### config.mk
export PLATFORM = sky130hd
export DESIGN_NAME = usb_rx_status
export DESIGN_NICKNAME = d
export VERILOG_FILES = /design/src/rtl/usb_rx_pkg.sv /design/src/rtl/usb_rx_destuff.sv /design/src/rtl/usb_rx_track.sv /design/src/rtl/usb_rx_crc16.sv /design/src/rtl/usb_rx_status.sv
export SDC_FILE = /design/constraint.sdc
export NUM_CORES = 1
export LEC_CHECK = 0
export BUFFER_PORTS_ARGS = -buffer_cell sky130_fd_sc_hd__buf_2
export CORE_MARGIN = 2
export CORE_UTILIZATION = 45
export CTS_CLUSTER_DIAMETER = 120
export CTS_CLUSTER_SIZE = 40
export DETAILED_ROUTE_END_ITERATION = 6
export PLACE_DENSITY = 0.67
export SETUP_SLACK_MARGIN = 0.02
export SYNTH_ARGS = -nofsm -noshare
export SYNTH_HDL_FRONTEND = slang
export SYNTH_SLANG_ARGS = --single-unit
### constraint.sdc
create_clock -name clk_i -period 3.6 [get_ports clk_i]
set_clock_uncertainty 0.2 [all_clocks]
set_input_delay 0.72 -clock clk_i [delete_from_list [all_inputs] [get_ports clk_i]]
set_output_delay 0.72 -clock clk_i [all_outputs]
set_load 0.05 [all_outputs]
### src/rtl/usb_rx_pkg.sv
package usb_rx_pkg;
  localparam int ST_CRC   = 7;
  localparam int ST_STUFF = 6;
  localparam int ST_LEN   = 5;
  localparam int ST_PID   = 1;
  localparam logic [7:0]  ST_MASK    = 8'hE2;
  localparam logic [15:0] CRC_POLY   = 16'h8005;
  localparam logic [15:0] CRC_INIT   = 16'hFFFF;
  localparam logic [15:0] CRC_RESID  = 16'h800D;
  localparam int          PID_BITS   = 8;
  localparam int          DATA_MIN   = 24;

  typedef enum logic [1:0] {
    PK_SPECIAL = 2'b00,
    PK_TOKEN   = 2'b01,
    PK_HSHK    = 2'b10,
    PK_DATA    = 2'b11
  } pid_kind_e;

  function automatic logic [15:0] crc16_step(logic [15:0] c, logic b);
    logic fb;
    fb = b ^ c[15];
    return {c[14:0], 1'b0} ^ (fb ? CRC_POLY : 16'h0000);
  endfunction
endpackage

### src/rtl/usb_rx_destuff.sv
module usb_rx_destuff #(
  parameter int RUN_MAX = 6
) (
  input  logic clk_i,
  input  logic rst_ni,
  input  logic start_i,
  input  logic valid_i,
  input  logic bit_i,
  output logic dv_o,
  output logic stuff_err_o
);
  localparam int RW = $clog2(RUN_MAX + 1);

  logic [RW-1:0] run_q;
  logic          slot;

  assign slot = (run_q == RW'(RUN_MAX));
  assign dv_o = valid_i & ~slot;

  always_ff @(posedge clk_i or negedge rst_ni) begin
    if (!rst_ni) begin
      run_q       <= '0;
      stuff_err_o <= 1'b0;
    end else if (start_i) begin
      run_q       <= '0;
      stuff_err_o <= 1'b0;
    end else if (valid_i) begin
      if (slot) begin
        run_q <= '0;
        if (bit_i) stuff_err_o <= 1'b1;
      end else begin
        run_q <= bit_i ? run_q + 1'b1 : '0;
      end
    end
  end
endmodule

### src/rtl/usb_rx_track.sv
module usb_rx_track
  import usb_rx_pkg::*;
#(
  parameter int CNT_W = 14
) (
  input  logic             clk_i,
  input  logic             rst_ni,
  input  logic             start_i,
  input  logic             dv_i,
  input  logic             bit_i,
  output logic [CNT_W-1:0] cnt_o,
  output logic [7:0]       pid_o,
  output logic             pid_done_o
);
  assign pid_done_o = (cnt_o >= CNT_W'(PID_BITS));

  always_ff @(posedge clk_i or negedge rst_ni) begin
    if (!rst_ni) begin
      cnt_o <= '0;
      pid_o <= '0;
    end else if (start_i) begin
      cnt_o <= '0;
      pid_o <= '0;
    end else if (dv_i) begin
      if (cnt_o != '1) cnt_o <= cnt_o + 1'b1;
      if (!pid_done_o) pid_o[cnt_o[2:0]] <= bit_i;
    end
  end
endmodule

### src/rtl/usb_rx_crc16.sv
module usb_rx_crc16
  import usb_rx_pkg::*;
(
  input  logic clk_i,
  input  logic rst_ni,
  input  logic start_i,
  input  logic en_i,
  input  logic bit_i,
  output logic good_o
);
  logic [15:0] crc_q;

  assign good_o = (crc_q == CRC_RESID);

  always_ff @(posedge clk_i or negedge rst_ni) begin
    if (!rst_ni)      crc_q <= CRC_INIT;
    else if (start_i) crc_q <= CRC_INIT;
    else if (en_i)    crc_q <= crc16_step(crc_q, bit_i);
  end
endmodule

### src/rtl/usb_rx_status.sv
module usb_rx_status
  import usb_rx_pkg::*;
#(
  parameter int CNT_W   = 14,
  parameter int RUN_MAX = 6
) (
  input  logic       clk_i,
  input  logic       rst_ni,
  input  logic       sop_i,
  input  logic       eop_i,
  input  logic       bit_valid_i,
  input  logic       bit_i,
  input  logic [7:0] pid_cmp_i,
  input  logic       cpu_we_i,
  input  logic       cpu_byte_i,
  input  logic [2:0] cpu_bit_sel_i,
  input  logic [7:0] cpu_wdata_i,
  output logic [7:0] status_o
);
  logic             in_pkt_q;
  logic             accept;
  logic             dv;
  logic             stuff_err;
  logic [CNT_W-1:0] cnt;
  logic [7:0]       pid_q;
  logic             pid_done;
  logic             crc_good;
  pid_kind_e        kind;
  logic             is_data;
  logic             hw_upd;
  logic [7:0]       hw_val;
  logic [7:0]       cpu_val;

  assign accept = in_pkt_q & bit_valid_i & ~sop_i & ~eop_i;

  always_ff @(posedge clk_i or negedge rst_ni) begin
    if (!rst_ni)    in_pkt_q <= 1'b0;
    else if (sop_i) in_pkt_q <= 1'b1;
    else if (eop_i) in_pkt_q <= 1'b0;
  end

  usb_rx_destuff #(.RUN_MAX(RUN_MAX)) u_destuff (
    .clk_i, .rst_ni, .start_i(sop_i), .valid_i(accept), .bit_i,
    .dv_o(dv), .stuff_err_o(stuff_err)
  );

  usb_rx_track #(.CNT_W(CNT_W)) u_track (
    .clk_i, .rst_ni, .start_i(sop_i), .dv_i(dv), .bit_i,
    .cnt_o(cnt), .pid_o(pid_q), .pid_done_o(pid_done)
  );

  usb_rx_crc16 u_crc (
    .clk_i, .rst_ni, .start_i(sop_i), .en_i(dv & pid_done), .bit_i,
    .good_o(crc_good)
  );

  assign kind    = pid_kind_e'(pid_q[1:0]);
  assign is_data = (kind == PK_DATA);
  assign hw_upd  = eop_i & in_pkt_q & pid_done & (kind == PK_DATA || kind == PK_HSHK);

  always_comb begin
    hw_val           = '0;
    hw_val[ST_CRC]   = is_data & ~crc_good;
    hw_val[ST_STUFF] = stuff_err;
    hw_val[ST_LEN]   = (cnt[2:0] != 3'd0) | (is_data & (cnt < CNT_W'(DATA_MIN)));
    hw_val[ST_PID]   = (pid_q == pid_cmp_i);
  end

  always_comb begin
    cpu_val = status_o;
    if (cpu_byte_i) cpu_val = cpu_wdata_i;
    else            cpu_val[cpu_bit_sel_i] = cpu_wdata_i[0];
    cpu_val = cpu_val & ST_MASK;
  end

  always_ff @(posedge clk_i or negedge rst_ni) begin
    if (!rst_ni)       status_o <= '0;
    else if (hw_upd)   status_o <= hw_val;
    else if (cpu_we_i) status_o <= cpu_val;
  end
endmodule

---- Word-level counts from Yosys, hierarchy flattened ----
Index checks and enable logic that the tools add are counted.
operators by class
  add/sub/neg operators ................... 2
  shift-type cells ........................ 0
  equality and inequality tests ........... 7
  multiply operators ...................... 0
  mux-type cells .......................... 28
  bitwise logic cells ..................... 17
  magnitude comparators ................... 6
  reduce and logical (&&, ||, !) cells .... 15
  div/mod/pow operators ................... 0
operators with widths
  operator                                                                               count
  16-bit two-way mux                                                                     3
  8-bit two-way mux                                                                      6
  14-bit two-way mux                                                                     3
  8-bit bitwise mux                                                                      2
  16-bit == test (second input constant)                                                 1
  2-bit nonzero test                                                                     8
  16-bit XOR                                                                             1
  14-bit by 1-bit adder with 14-bit output (second input constant)                       1
  14-bit by 4-bit greater-or-equal comparator with 1-bit output (second input constant)  1
  14-bit by 5-bit < comparator with 1-bit output (second input constant)                 1
  14-bit != test (second input constant)                                                 1
  3-bit two-way mux                                                                      4
  1-bit AND                                                                              10
  8-bit == test                                                                          1
  3-bit by 4-bit < comparator with 1-bit output (second input constant)                  2
  1-bit two-way mux                                                                      8
  1-bit demux with 3-bit select                                                          2
  3-bit by 1-bit greater-or-equal comparator with 1-bit output (second input constant)   2
  2-bit == test (second input constant)                                                  2
  1-bit inverter                                                                         4
  2-bit AND reduction                                                                    2
  3-bit by 1-bit adder with 3-bit output (second input constant)                         1
  3-bit == test (second input constant)                                                  1
  3-bit AND reduction                                                                    1
  other kinds (6)                                                                        7
word-level totals
  memory bits (read-only) ................. 0
  bits in latches ......................... 0
  input bits .............................. 27
  logic and storage cells ................. 82
  output and inout bits ................... 8
  register bits ........................... 51
  memories ................................ 0
  bits in writable memories ............... 0

---- Depth between registers and ports, before layout ----
  depth in word-level cells ............... 8
  depth in mapped cells ................... 7
  depth with buffers taken out ............ 6

---- Cells and area by module ----
A second synthesis with hierarchy kept.
second synthesis, totals
  cells, all modules ...................... 278
  area total of the unflattened synthesis .. 2700.1 um^2
modules (own cells, without submodules)
  module          area each (um^2)  cells each  times used
  usb_rx_track    1251.2            135         1
  usb_rx_crc16    757.0             63          1
  usb_rx_status   476.7             57          1
  usb_rx_destuff  215.2             23          1

---- Worst setup path after synthesis ----
No wires, ideal clock.
  kind .................................... input port to flip-flop
  start point ............................. in eop_i
  end point ............................... reg u_track.cnt_o[10]
  slack ................................... 1.377 ns
  stages on the path ...................... 6
  data arrival time ....................... 1.899 ns
  buffers on the path ..................... 2
  cell sequence ........................... and3b_1 > buf_2 > a21oi_2 > buf_2 > nor4_1 > mux2_2
on the way
  word-level cells in the longest chain between the ends .. 5
RTL lines
  what                           RTL line              RTL
  start: declaration             usb_rx_status.sv:10   input logic eop_i,
  1-bit inverter                 usb_rx_status.sv:34   assign accept = in_pkt_q & bit_valid_i & ~sop_i & ~eop_i;
  1-bit AND                      usb_rx_status.sv:34
  1-bit AND                      usb_rx_destuff.sv:18  assign dv_o = valid_i & ~slot;
  2-bit nonzero test (no line)   n/a
  2-bit AND reduction (no line)  n/a
  end signal: assignment         usb_rx_track.sv:25    if (cnt_o != '1) cnt_o <= cnt_o + 1'b1;
  end: declaration               usb_rx_track.sv:11    output logic [CNT_W-1:0] cnt_o,
Every way passes these cells.
A chain may end at the register's enable or synchronous reset.

---- Final worst setup path ----
  start point ............................. in sop_i
  end point ............................... reg u_track.cnt_o[11]
on the way
  word-level cells in the longest chain between the ends .. 6
  elaborated cells on any way between the ends .. 8
  those cells by class .................... 1 x mux; 4 x bitwise; 3 x reduce/logical
RTL lines
  what                           RTL line              RTL
  start: declaration             usb_rx_status.sv:9    input logic sop_i,
  1-bit inverter                 usb_rx_status.sv:34
  1-bit AND (2 in a row)         usb_rx_status.sv:34
  1-bit AND                      usb_rx_destuff.sv:18
  2-bit nonzero test (no line)   n/a
  2-bit AND reduction (no line)  n/a
Parallel ways exist; a longest one is shown, timed or not.

==> results.md <==
* Status: complete, no violations
* GR Overflow Total at 0
* Leakage at around 1.4 nW
* DRT iter0 DRCs at 125
* Setup crit start: sop_i
* Share of cells above drive strength 1 at 0.220
* Number of diodes at 0
* RSZ-0062 raised after global routing: false
* Post-synth EDFFs at 0
* Pre-Repair DR Iteration Count at 4
* Slowest-stage cell, CP: buf_2
* Initial Util at 0.468
* Register area share after synthesis at 0.432
* Max-cap violations at 0
* Final WL at between 5 and 6 mm
* Clk_lat worst skew at roughly 0.3 ns
* Post-DP HPWL at about 3.8 mm
* Width of the die at roughly 82 um
* Final-stage net count at 330
* Endpoints failing hold at 0
* Commonest non-fill, non-tap cells in the layout: dfrtp_1 (31), nor2_1 (30), mux2i_1 (28)
* DR vias at roughly 2200
* Hold Startpoint: u_destuff.stuff_err_o
* Htree depth at 2
* F_max at slightly above 400 MHz
* Largest net degree at the start of global routing at 48
* CTS root buf: clkbuf_8
* Netlist cell types at 53
* Avg WL per Cell at 14.6 um
* Pwr Density at about 360 nW/um^2
* Hold slack at 0.313 ns
* Reg clk slew, reported paths at roughly 0.1 ns
* Num CTS Buffers at 5
* Top_reg_cell synth: dfrtp_1
* HP Class: reg2reg
* CTS Buffer Depth at 2
* Synth top area share at 0.280
* Final setup viols at 0
* Arr. time, crit path at around 2.4 ns
* Hold-fix buffers, CTS at 0
* Max-slew violation count at 0
* Dominant cells by area after synthesis: dfrtp_1 (28%), dfstp_2 (15%), mux2i_1 (10%), nor2_1 (4.1%), nor4_1 (2.9%)
* Worst-Margin Slew at 1.05 ns
* Worst path required time at roughly 3.6 ns
* Post-Syn Instances at 278
* Setup_tns at 0 ns
* Crit Path Category: in2reg
* Synth Area per Inst at 9.97 um^2
* Critical path's top delay family: simple AND/OR/NAND/NOR gates
* Crit share post-route at 0.674
* Die H at 82.5 um
* Area delta synth->final at 10.1%
* Minimum clock period at 2.43 ns
* Crit path cell chain: buf_2, nand3b_1, nor3_2, nor4_1, mux2_2
* Yosys reg bits at 47
* Initial antenna violation count at 0
* Gates resized, CTS repair at 0
* Core Region at between 5000 and 6000 um^2
* GRT Overall Usage at 0.179
* CTS tree: done
* First-pass GRT wire length at about 9.5 mm
* Vias per inst at roughly 5.7
* Reg2reg start: u_destuff.run_q[0]
* Worst vdd ir at 249 uV
* IO Port Bufs at 27
* Clock sinks at 47
* Remaining DRCs at 0
* CP startpoint kind: input port
* Mapped cell area at roughly 2800 um^2
* RePlAce Congestion at about 0.8
* Setup crit end kind: flip-flop
* Synth async-reset ratio at 1.00
* Io pins at 35
* Cell taking the most area after synthesis: dfrtp_1
* CP peak stage delay at 0.54 ns
* Commonest non-fill, non-tap cell in the layout: dfrtp_1
* Routed Antenna Nets at 0
* DIE AREA at 6800 um^2
* Number of buffers and inverters on the critical path at 1
* Yosys warns at 0
* Post-CTS setup buffer count at 0
* Crit-path max FO at 41
* # rows at 28
* Vias in the first global route at 2106
* Final Total Pwr at roughly 0.0011 W
* Relative slew slack at 0.303
==> power breakdown <==
part,switching [W],internal [W]
clock,0.000193,0.000201
sequential,0.0000132,0.000540
combinational,0.0000978,0.0000429
total,0.000304,0.000784
==> cell usage after synthesis, drive strengths merged (3+ instances only) <==
master  instances
o41ai           5
ha              4
nand4           7
o31ai           5
clkbuf          8
nand2b          3
mux2i          28
buf            10
and4            3
o311ai          4
dfstp          16
nand3b          4
xor2            9
dfrtp          31
a21oi           9
nor2           30
mux2            6
nand3           7
nor2b           5
nand2          19
nor4           15
o22ai           4
or4             7
inv             9
a21o            3
o21ai           4
==> metal layers <==
metal  global-route usage  vias up  part of all wire
li1                     -     1070                 -
met1                0.233     1029              0.47
met2                0.308       49              0.49
met3               0.0326        2             0.043
met4               0.0450        0            0.0042
met5                    0        -                 0
==> area by class of cell <==
class                   count  area, um^2
fillers                   550        2870
multi-input cells         207        1460
flip-flops and latches     47        1200
repair buffers             29         150
clock buffers               7         108
well taps                  75        93.8
inverters                   9        33.8
clock inverters             1        8.76
==> worst paths after layout <==
path | to | slack (ns) | cells after the start
worst max-delay path | u_track.cnt_o[11] | 1.17 | 5
worst min-delay path | status_o[6] | 0.31 | 1
worst max register to register | u_track.cnt_o[11] | 1.34 | 6
worst min register to register | status_o[6] | 0.31 | 1
max in group asynchronous | u_track.cnt_o[1] | 2.16 | 1
min in group asynchronous | u_destuff.run_q[0] | 0.40 | 1
==> kinds of logic after synthesis <==
logic type | Yosys count | share of synthesized area
muxes | 34 | 0.126
buffers and inverters | 27 | 0.0451
adders and majority gates | 4 | 0.0181
AOI/OAI and AO/OA | 40 | 0.101
other | 1 | 0.00135
DFF | 47 | 0.432
xor gates and xnor gates | 11 | 0.0348
and+or+nand+nor | 114 | 0.243
==> metrics by stage <==
| stage | area (um^2) | instances | worst slack (ns) | utilization |
|---|---|---|---|---|
| after floorplan | 2780 | 281 | 1.38 | - |
| after detailed placement | 2940 | 367 | 0.859 | 0.496 |
| after global placement | 2940 | 367 | 0.815 | 0.496 |
| after CTS | 3050 | 375 | 1.17 | 0.515 |
| final | 3050 | 375 | 1.17 | 0.515 |
| after global routing | 3050 | 375 | 1.00 | 0.515 |
==> registers in the layout, indices dropped and copies added, names as in the netlist <==
name	cells
u_crc.crc_q	16
u_track.cnt_o	14
u_track.pid_o	8
status_o	4
u_destuff.run_q	3
in_pkt_q	1
u_destuff.stuff_err_o	1
==> worst reg2reg max path: cells and delay by family (launching register included) <==
family | cells | cell delay, ns
buffers and inverters | 1 | 0.09
and+or+nand+nor | 2 | 0.29
DFF | 1 | 0.39
muxes | 1 | 0.31
adders and majority gates | 1 | 0.24
AOI/OAI and AO/OA | 1 | 0.62
(Power assumes the default switching activity.)
